===== config.mk =====
export PLATFORM = sky130hd
export DESIGN_NAME = lth_target
export DESIGN_NICKNAME = d
export VERILOG_FILES = /design/src/rtl/lth_pkg.sv /design/src/rtl/lth_session.sv /design/src/rtl/lth_xfer.sv /design/src/rtl/lth_target.sv
export SDC_FILE = /design/constraint.sdc
export NUM_CORES = 1
export LEC_CHECK = 0
export BUFFER_PORTS_ARGS = -buffer_cell sky130_fd_sc_hd__buf_2
export CORE_AREA = 2 2 146 148
export DETAILED_ROUTE_END_ITERATION = 10
export DIE_AREA = 0 0 148 150
export SYNTH_ARGS = -nofsm -noshare
export SYNTH_HDL_FRONTEND = slang
export SYNTH_SLANG_ARGS = --single-unit

===== constraint.sdc =====
create_clock -name clk -period 1.76 [get_ports clk]
set_input_delay 0.352 -clock clk [delete_from_list [all_inputs] [get_ports clk]]
set_output_delay 0.352 -clock clk [all_outputs]
set_load 0.02 [all_outputs]

===== src/rtl/lth_pkg.sv =====
package lth_pkg;

  typedef enum logic [1:0] {
    K_READ    = 2'd0,
    K_WRITE   = 2'd1,
    K_SPECIAL = 2'd2,
    K_RSVD    = 2'd3
  } cmd_kind_e;

  // Command class: special broadcast, ignored codes, else bit 0 picks direction.
  function automatic cmd_kind_e classify(input logic [3:0] code);
    case (code)
      4'b0001:                            return K_SPECIAL;
      4'b0100, 4'b0101, 4'b1000, 4'b1001: return K_RSVD;
      default:                            return code[0] ? K_WRITE : K_READ;
    endcase
  endfunction

  // A hit vector selects a wide region when it overlaps the wide mask.
  function automatic logic region_is_wide(input logic [31:0] hits,
                                          input logic [31:0] mask);
    return |(hits & mask);
  endfunction

endpackage


===== src/rtl/lth_session.sv =====
module lth_session
  import lth_pkg::*;
#(
  parameter int          NREG      = 6,
  parameter int          AW        = 32,
  parameter logic [31:0] WIDE_MASK = 32'h0000_0004
) (
  input  logic            clk,
  input  logic            rst_n,
  input  logic            acc_n_i,
  input  logic [NREG-1:0] hit_i,
  input  logic            cap_hit_i,
  input  logic            rom_hit_i,
  input  logic [3:0]      cmd_i,
  input  logic [AW-1:0]   addr_i,
  output logic            open_o,
  output cmd_kind_e       kind_o,
  output logic            wide_o,
  output logic            loc_acc_n_o,
  output logic [NREG-1:0] loc_hit_o,
  output logic            loc_cap_hit_o,
  output logic            loc_rom_hit_o,
  output logic [3:0]      loc_cmd_o,
  output logic [AW-1:0]   loc_addr_o,
  output logic            loc_rd_nwr_o
);

  logic      open_q;
  cmd_kind_e kind_q;
  logic      wide_q;

  cmd_kind_e kind_now_w;
  logic      start_w;
  logic      no_region_w;

  assign kind_now_w  = classify(cmd_i);
  assign start_w     = !acc_n_i && !open_q;
  assign no_region_w = (kind_now_w == K_SPECIAL) || (kind_now_w == K_RSVD);

  always_ff @(posedge clk) begin
    if (!rst_n) begin
      open_q        <= 1'b0;
      kind_q        <= K_READ;
      wide_q        <= 1'b0;
      loc_acc_n_o   <= 1'b1;
      loc_hit_o     <= '0;
      loc_cap_hit_o <= 1'b0;
      loc_rom_hit_o <= 1'b0;
      loc_cmd_o     <= '0;
      loc_addr_o    <= '0;
      loc_rd_nwr_o  <= 1'b1;
    end else if (start_w) begin
      open_q        <= 1'b1;
      kind_q        <= kind_now_w;
      wide_q        <= !no_region_w && region_is_wide(32'(hit_i), WIDE_MASK);
      loc_acc_n_o   <= (kind_now_w == K_RSVD);
      loc_hit_o     <= no_region_w ? '0 : hit_i;
      loc_cap_hit_o <= !no_region_w && cap_hit_i;
      loc_rom_hit_o <= !no_region_w && rom_hit_i;
      loc_cmd_o     <= cmd_i;
      loc_addr_o    <= addr_i;
      loc_rd_nwr_o  <= (kind_now_w == K_READ);
    end else if (acc_n_i) begin
      open_q        <= 1'b0;
      wide_q        <= 1'b0;
      loc_acc_n_o   <= 1'b1;
      loc_hit_o     <= '0;
      loc_cap_hit_o <= 1'b0;
      loc_rom_hit_o <= 1'b0;
    end
  end

  assign open_o = open_q;
  assign kind_o = kind_q;
  assign wide_o = wide_q;

  AST_HIT_ONEHOT: assert property (@(posedge clk) disable iff (!rst_n)
    $onehot0({loc_rom_hit_o, loc_cap_hit_o, loc_hit_o}));
  AST_SPECIAL_NO_HIT: assert property (@(posedge clk) disable iff (!rst_n)
    (!loc_acc_n_o && loc_cmd_o == 4'b0001) |-> ({loc_rom_hit_o, loc_cap_hit_o, loc_hit_o} == '0));
  AST_END_CLEARS: assert property (@(posedge clk) disable iff (!rst_n)
    $rose(loc_acc_n_o) |-> ({loc_rom_hit_o, loc_cap_hit_o, loc_hit_o} == '0));
  AST_RSVD_HIDDEN: assert property (@(posedge clk) disable iff (!rst_n)
    (open_q && kind_q == K_RSVD) |-> loc_acc_n_o);

endmodule


===== src/rtl/lth_xfer.sv =====
module lth_xfer
  import lth_pkg::*;
#(
  parameter int DW = 64
) (
  input  logic            clk,
  input  logic            rst_n,
  input  logic            open_i,
  input  cmd_kind_e       kind_i,
  input  logic            wide_i,
  input  logic            acc_n_i,
  input  logic            bus_dv_i,
  input  logic [DW-1:0]   wdata_i,
  input  logic [DW/8-1:0] wbe_i,
  input  logic            loc_rdy_n_i,
  input  logic [DW-1:0]   loc_rdata_i,
  output logic            bus_take_o,
  output logic [DW-1:0]   bus_rdata_o,
  output logic            bus_rvalid_o,
  output logic [DW-1:0]   loc_wdata_o,
  output logic [DW/8-1:0] loc_be_o,
  output logic            xfer_lo_n_o,
  output logic            xfer_hi_n_o
);

  localparam int HALF  = DW / 2;
  localparam int BEW   = DW / 8;
  localparam int HBEW  = BEW / 2;

  function automatic logic [DW-1:0] low_data(input logic [DW-1:0] d);
    return {{HALF{1'b0}}, d[HALF-1:0]};
  endfunction

  function automatic logic [BEW-1:0] low_be(input logic [BEW-1:0] b);
    return {{HBEW{1'b0}}, b[HBEW-1:0]};
  endfunction

  logic data_sess_w;
  logic go_w;
  logic rsv_take_w;
  logic rd_phase_w;

  assign data_sess_w = open_i && (kind_i != K_RSVD);
  assign go_w        = data_sess_w && !acc_n_i && bus_dv_i && !loc_rdy_n_i;
  assign rsv_take_w  = open_i && (kind_i == K_RSVD) && !acc_n_i && bus_dv_i;
  assign rd_phase_w  = !xfer_lo_n_o && (kind_i == K_READ);
  assign bus_take_o  = go_w || rsv_take_w;

  always_ff @(posedge clk) begin
    if (!rst_n) begin
      xfer_lo_n_o  <= 1'b1;
      xfer_hi_n_o  <= 1'b1;
      loc_wdata_o  <= '0;
      loc_be_o     <= '0;
      bus_rdata_o  <= '0;
      bus_rvalid_o <= 1'b0;
    end else begin
      xfer_lo_n_o  <= !go_w;
      xfer_hi_n_o  <= !(go_w && wide_i);
      if (go_w) begin
        loc_wdata_o <= wide_i ? wdata_i : low_data(wdata_i);
        loc_be_o    <= wide_i ? wbe_i : low_be(wbe_i);
      end
      bus_rvalid_o <= rsv_take_w || rd_phase_w;
      if (rsv_take_w)
        bus_rdata_o <= '0;
      else if (rd_phase_w)
        bus_rdata_o <= !xfer_hi_n_o ? loc_rdata_i : low_data(loc_rdata_i);
    end
  end

  AST_XFER_AFTER_RDY: assert property (@(posedge clk) disable iff (!rst_n)
    !xfer_lo_n_o |-> ($past(loc_rdy_n_i) == 1'b0));
  AST_HI_PAIRED: assert property (@(posedge clk) disable iff (!rst_n)
    !xfer_hi_n_o |-> !xfer_lo_n_o);
  AST_NARROW_UPPER_ZERO: assert property (@(posedge clk) disable iff (!rst_n)
    (!xfer_lo_n_o && xfer_hi_n_o) |-> (loc_be_o[BEW-1:HBEW] == '0 && loc_wdata_o[DW-1:HALF] == '0));
  AST_RSVD_ZERO: assert property (@(posedge clk) disable iff (!rst_n)
    $past(rsv_take_w) |-> (bus_rvalid_o && bus_rdata_o == '0));

endmodule


===== src/rtl/lth_target.sv =====
module lth_target
  import lth_pkg::*;
#(
  parameter int          NREG      = 6,
  parameter int          AW        = 32,
  parameter int          DW        = 64,
  parameter logic [31:0] WIDE_MASK = 32'h0000_0004
) (
  input  logic            clk,
  input  logic            rst_n,
  input  logic            acc_n_i,
  input  logic [NREG-1:0] hit_i,
  input  logic            cap_hit_i,
  input  logic            rom_hit_i,
  input  logic [3:0]      cmd_i,
  input  logic [AW-1:0]   addr_i,
  input  logic            bus_dv_i,
  input  logic [DW-1:0]   wdata_i,
  input  logic [DW/8-1:0] wbe_i,
  output logic            bus_take_o,
  output logic [DW-1:0]   bus_rdata_o,
  output logic            bus_rvalid_o,
  output logic            loc_acc_n_o,
  output logic [NREG-1:0] loc_hit_o,
  output logic            loc_cap_hit_o,
  output logic            loc_rom_hit_o,
  output logic [3:0]      loc_cmd_o,
  output logic [AW-1:0]   loc_addr_o,
  output logic            loc_rd_nwr_o,
  input  logic            loc_rdy_n_i,
  input  logic [DW-1:0]   loc_rdata_i,
  output logic [DW-1:0]   loc_wdata_o,
  output logic [DW/8-1:0] loc_be_o,
  output logic            xfer_lo_n_o,
  output logic            xfer_hi_n_o
);

  logic      open_w;
  cmd_kind_e kind_w;
  logic      wide_w;

  lth_session #(.NREG(NREG), .AW(AW), .WIDE_MASK(WIDE_MASK)) u_sess (
    .clk           (clk),
    .rst_n         (rst_n),
    .acc_n_i       (acc_n_i),
    .hit_i         (hit_i),
    .cap_hit_i     (cap_hit_i),
    .rom_hit_i     (rom_hit_i),
    .cmd_i         (cmd_i),
    .addr_i        (addr_i),
    .open_o        (open_w),
    .kind_o        (kind_w),
    .wide_o        (wide_w),
    .loc_acc_n_o   (loc_acc_n_o),
    .loc_hit_o     (loc_hit_o),
    .loc_cap_hit_o (loc_cap_hit_o),
    .loc_rom_hit_o (loc_rom_hit_o),
    .loc_cmd_o     (loc_cmd_o),
    .loc_addr_o    (loc_addr_o),
    .loc_rd_nwr_o  (loc_rd_nwr_o)
  );

  lth_xfer #(.DW(DW)) u_xfer (
    .clk          (clk),
    .rst_n        (rst_n),
    .open_i       (open_w),
    .kind_i       (kind_w),
    .wide_i       (wide_w),
    .acc_n_i      (acc_n_i),
    .bus_dv_i     (bus_dv_i),
    .wdata_i      (wdata_i),
    .wbe_i        (wbe_i),
    .loc_rdy_n_i  (loc_rdy_n_i),
    .loc_rdata_i  (loc_rdata_i),
    .bus_take_o   (bus_take_o),
    .bus_rdata_o  (bus_rdata_o),
    .bus_rvalid_o (bus_rvalid_o),
    .loc_wdata_o  (loc_wdata_o),
    .loc_be_o     (loc_be_o),
    .xfer_lo_n_o  (xfer_lo_n_o),
    .xfer_hi_n_o  (xfer_hi_n_o)
  );

  AST_XFER_IN_ACCESS: assert property (@(posedge clk) disable iff (!rst_n)
    (!xfer_lo_n_o || !xfer_hi_n_o) |-> !loc_acc_n_o);

endmodule


# After elaboration in Yosys (flattened, before gate mapping)

Index checks and enable logic that the tools add are counted.

Bitwise gates (word level): 1
Muxes and demuxes: 15
Eq/ne operators: 9
Reductions and logical operators: 28

Operator list:

| cell                                           | number |
|---|---|
| two-way mux 64 bit                             | 2 |
| two-way mux 6 bit                              | 3 |
| logical AND 1 bit                              | 13 |
| == test 4 x 3 -> 1 bit (second input constant) | 2 |
| == test 4 bit (second input constant)          | 2 |
| two-way mux 1 bit                              | 8 |
| two-way mux 8 bit                              | 1 |
| zero test 1 bit                                | 7 |
| == test 2 bit (second input constant)          | 3 |
| == test 4 x 1 -> 1 bit (second input constant) | 1 |
| zero test 2 bit                                | 2 |
| one-hot mux 2 bit (2 select lines)             | 1 |
| OR reduction 4 bit                             | 1 |
| logical OR 1 bit                               | 3 |
| inequality test 2 bit (second input constant)  | 1 |
| nonzero test 2 bit                             | 1 |
| OR reduction 2 bit                             | 1 |
| NOT 1 bit                                      | 1 |

Bits of input ports: 185
Bits in registers: 189
Output and inout bits: 186

# Logic depth before layout (Yosys ltp)

Depth in word-level cells: 8
Mapped depth: 6

# By module

A second synthesis with hierarchy kept.

Cells, all modules: 824
Area, all modules: 7294.5 um^2

Modules (own cells, without submodules):

| module      | times used | sequential area each (um^2) | area an instance (um^2) | cells an instance |
|---|---|---|---|---|
| lth_xfer    | 1          | 2782.7                      | 5417.7                  | 608 |
| lth_session | 1          | 980.9                       | 1876.8                  | 216 |

# Worst setup path after synthesis

OpenSTA, ideal clock, no wires.

Kind: register to register
From: register u_xfer.xfer_lo_n_o
To: register u_xfer.bus_rdata_o[23]
Setup slack: 0.470 ns
Clock period less this slack: 1.290 ns
Arrival: 1.158 ns
Data required time: 1.628 ns
Stages on the path, launching flop included: 6
Cells stage by stage: dfxtp_1 -> or3_1 -> buf_2 -> buf_2 -> nand2_1 -> a21oi_1

Word-level cells in the longest chain between the ends: 2

Ends and longest elaborated chain:

| element                  | line           | RTL |
|---|---|---|
| start: declaration       | lth_xfer.sv:22 | `output logic xfer_lo_n_o,` |
| start signal: assignment | lth_xfer.sv:58 | `xfer_lo_n_o <= !go_w;` |
| zero test 1 bit          | lth_xfer.sv:46 | `assign rd_phase_w = !xfer_lo_n_o && (kind_i == K_READ);` |
| logical AND 1 bit        | lth_xfer.sv:46 |  |
| end signal: assignment   | lth_xfer.sv:68 | `bus_rdata_o <= !xfer_hi_n_o ? loc_rdata_i : low_data(loc_rdata_i);` |
| end: declaration         | lth_xfer.sv:18 | `output logic [DW-1:0] bus_rdata_o,` |

No other way between the ends.
A chain may end at the register's enable or synchronous reset.

# Worst setup path after layout

From: register u_sess.open_q, in the netlist u_sess.open_o
To: output bus_take_o

Word-level cells in the longest chain between the ends: 5
Elaborated cells on any way between the ends: 8
Classes of those cells: 8 x reduce/logical

Ends and longest elaborated chain:

| element                        | line              | RTL |
|---|---|---|
| start: declaration             | lth_session.sv:28 | `logic open_q;` |
| start signal: assignment       | lth_session.sv:42 | `open_q <= 1'b0;` |
| start signal: assignment       | lth_session.sv:53 | `open_q <= 1'b1;` |
| start signal: assignment       | lth_session.sv:64 | `open_q <= 1'b0;` |
| logical AND 1 bit              | lth_xfer.sv:43    | `assign data_sess_w = open_i && (kind_i != K_RSVD);` |
| logical AND 1 bit (3 in a row) | lth_xfer.sv:44    | `assign go_w = data_sess_w && !acc_n_i && bus_dv_i && !loc_rdy_n_i;` |
| logical OR 1 bit (*)           | lth_xfer.sv:47    | `assign bus_take_o = go_w \|\| rsv_take_w;` |
| end: declaration               | lth_target.sv:20  | `output logic bus_take_o,` |

Every way passes the cells marked *; elsewhere a longest branch is shown, timed or not.

==> flow_summary_export.csv <==
group,metric,value,unit
routing,wl,21200,µm
die,row_count,53,
synthesis,syn_nets,1009,
synthesis,synthCells,824,
routing,viasPerCell,4.60,
global_routing,gr-total-overflow,0,
flow_run,maxCapViolations,0,
timing,finalCriticalPeriod,1.64,ns
cts,cts_hold_buffers,0,
routing,ant_nets,0,
timing,hold_violations,0,
synthesis,synth-seq-cells,188,
place,placed_cell_area,9310,µm²
routing,vias,6686,
cells_and_area,design_area,9910,µm²
hold_path,hold_class,"primary input to flip-flop",
routing,drt_iter0_drc,274,
cts,htreeDepth,4,
cts,cts_tree,"yes",
worst_setup_path,worstSetupStartpointType,"flip-flop",
cells_and_area,antenna_cells,0,
synthesis,ys_async_sr_fraction,0,%
timing,slew_headroom,70.7,%
timing,slew_violations,0,
cells_and_area,nNetsFinal,1350,
routing,routedWlPerCell,14.6,µm
timing,fin_crit_sh,93.2,%
global_routing,antenna_found_initial,1,
timing,fin_skew,0.0173,ns
pwr,p_per_area,908,nW/µm²
worst_setup_path,crit_fanout,4,
synthesis,ys_warn_count,0,
worst_setup_path,endpoint_kind,"primary output",
place,dp_hpwl,15300,µm
cells_and_area,drive_gt1_share,36.3,%
place,gp_congestion,0.782,
pwr,ir_drop,0.000614,V
synthesis,synth.distinct_cells,30,
cts,clk_pin_slew,0.07,ns
timing,fmax,610,MHz
die,core_area,20700,µm²
die,ios,371,
synthesis,synth-main-ff-cell,"dfxtp_1",
die,start_util,34.8,%
cts,clock_path_buffers,2,
cts,cts_made_buffers,17,
die,die_area,22200,µm²
run_status,status,"completed",
place,numPortBuffers,370,
synthesis,synth-edff-count,0,
global_routing,grt_pass1_vias,6054,
global_routing,grt_pass1_wl,31800,µm
pwr,power,0.00899,W
routing,dr.pass1.iters,5,
timing,finalSetupViolCount,0,
cts,clock_latency,0.43,ns
worst_setup_path,crit_path_cell_trace,"nand3b_4, a21oi_1, buf_4",
worst_setup_path,critPathKind,"flip-flop to primary output",
routing,drc,0,
cells_and_area,final_common_cell,"buf_2",
timing,rsz0062_at_grt,"false",
worst_setup_path,cpPeakStageDelay,0.38,ns
synthesis,avgSynthCellArea,8.74,µm²
synthesis,syn_area,7210,µm²
cts,cts-root-buf,"clkbuf_16",
global_routing,grt.total_usage,18.0,%
die,die_height,150,µm
worst_setup_path,cp_slowest_cell,"dfxtp_1",
cells_and_area,area_delta_synth_final,37.5,%
worst_setup_path,required,1.41,ns
cells_and_area,layout_common_cells,"368 x buf_2, 289 x nand2_1, 186 x dfxtp_1",
timing,max_slew.worst_pin.slew,0.440,ns
cts,cts_setup_buffers,0,
die,fp.dieW,148,µm
cts,clkSinkCount,188,
worst_setup_path,arrival,1.29,ns
timing,fin_setup_tns,0,ns
synthesis,synth.yosys.seq_area_share,52.2,%
global_routing,grt_max_degree,66,
pwr,p_leak,4.38,nW
kinds of logic after synthesis:
kind of cell,Yosys count,synth area share (%)
xor+xnor,1,0.122
mux,72,10.0
buf+inv,67,4.74
flops,188,52.2
simple gates,378,23.1
compound gates,118,9.78
cells in the mapped netlist, types with 2 or more instances:
cell / n / share of area [%]
nor2_1: 3 / 0.16
nand3b_1: 40 / 4.2
a21boi_1: 10 / 1.0
buf_6: 7 / 1.1
buf_4: 2 / 0.21
a21oi_1: 66 / 4.6
mux2i_1: 72 / 10
nand3_1: 36 / 2.5
o311ai_0: 2 / 0.24
o21ai_0: 9 / 0.63
clkbuf_1: 32 / 1.7
a21boi_0: 26 / 2.7
buf_1: 2 / 0.10
and2_1: 2 / 0.17
nand2_1: 290 / 15
buf_2: 24 / 1.7
dfxtp_1: 188 / 52
sequential cells by signal (all words and copies together), names as in the netlist, 2 cells and up:
signal	count
u_xfer.bus_rdata_o	64
u_xfer.loc_wdata_o	64
u_sess.loc_hit_o	6
u_sess.loc_addr_o	32
u_sess.loc_cmd_o	4
u_sess.kind_o	2
u_xfer.loc_be_o	8
worst max-delay path, delay by kind of cell (launching register included):
| kind | cells | cell delay [ns] |
|---|---|---|
| compound gates | 1 | 0.16 |
| buf+inv | 1 | 0.19 |
| simple gates | 1 | 0.13 |
| flops | 1 | 0.38 |
through the flow:
| step | utilization, % | instances | hold slack (ns) | worst slack (ns) |
|---|---|---|---|---|
| after floorplan | - | 824 | 0.487 | 0.470 |
| after global placement | 45.0 | 1421 | 0.437 | 0.0979 |
| after detailed placement | 45.0 | 1421 | 0.441 | 0.0563 |
| after CTS | 47.9 | 1453 | 0.132 | 0.0473 |
| after global routing | 47.9 | 1453 | 0.145 | 0.0508 |
| final | 47.9 | 1453 | 0.155 | 0.120 |
path summary, 6_finish.rpt:
check	slack (ns)	startpoint	depth (start not counted)	endpoint
setup reg to reg	0.23	u_sess.open_o	4	u_xfer.loc_wdata_o[55]
hold / removal	0.16	addr_i[20]	3	u_sess.loc_addr_o[20]
setup / recovery	0.12	u_sess.open_o	3	bus_take_o
hold reg to reg	0.45	u_sess.loc_addr_o[18]	2	u_sess.loc_addr_o[18]
power breakdown:
| part | switching [W] | internal [W] |
|---|---|---|
| Combinational | 0.000418 | 0.000313 |
| Sequential | 0.0000399 | 0.00433 |
| Clock | 0.00176 | 0.00214 |
routing by layer:
| layer | vias up | global-route usage (%) | part of all wire [%] |
|---|---|---|---|
| met1 | 3035 | 21.6 | 42 |
| met3 | 27 | 6.19 | 8.3 |
| li1 | 3400 | - | - |
| met2 | 224 | 29.7 | 47 |
| met4 | 0 | 6.95 | 2.3 |
| met5 | - | 0 | 0 |
layout make-up:
class | count | area, µm²
fillers | 2121 | 10800
clock buffers | 19 | 433
well taps | 275 | 344
repair buffers | 389 | 2090
flip-flops and latches | 188 | 3770
clock inverters | 13 | 156
multi-input cells | 569 | 3120
what timing repair did:
action	in CTS	in global routing
hold endpoints to repair	0	0
endpoints found under the setup margin	1	1
gates resized for setup	3	1
Note: power is estimated with default switching activity, not from simulation.
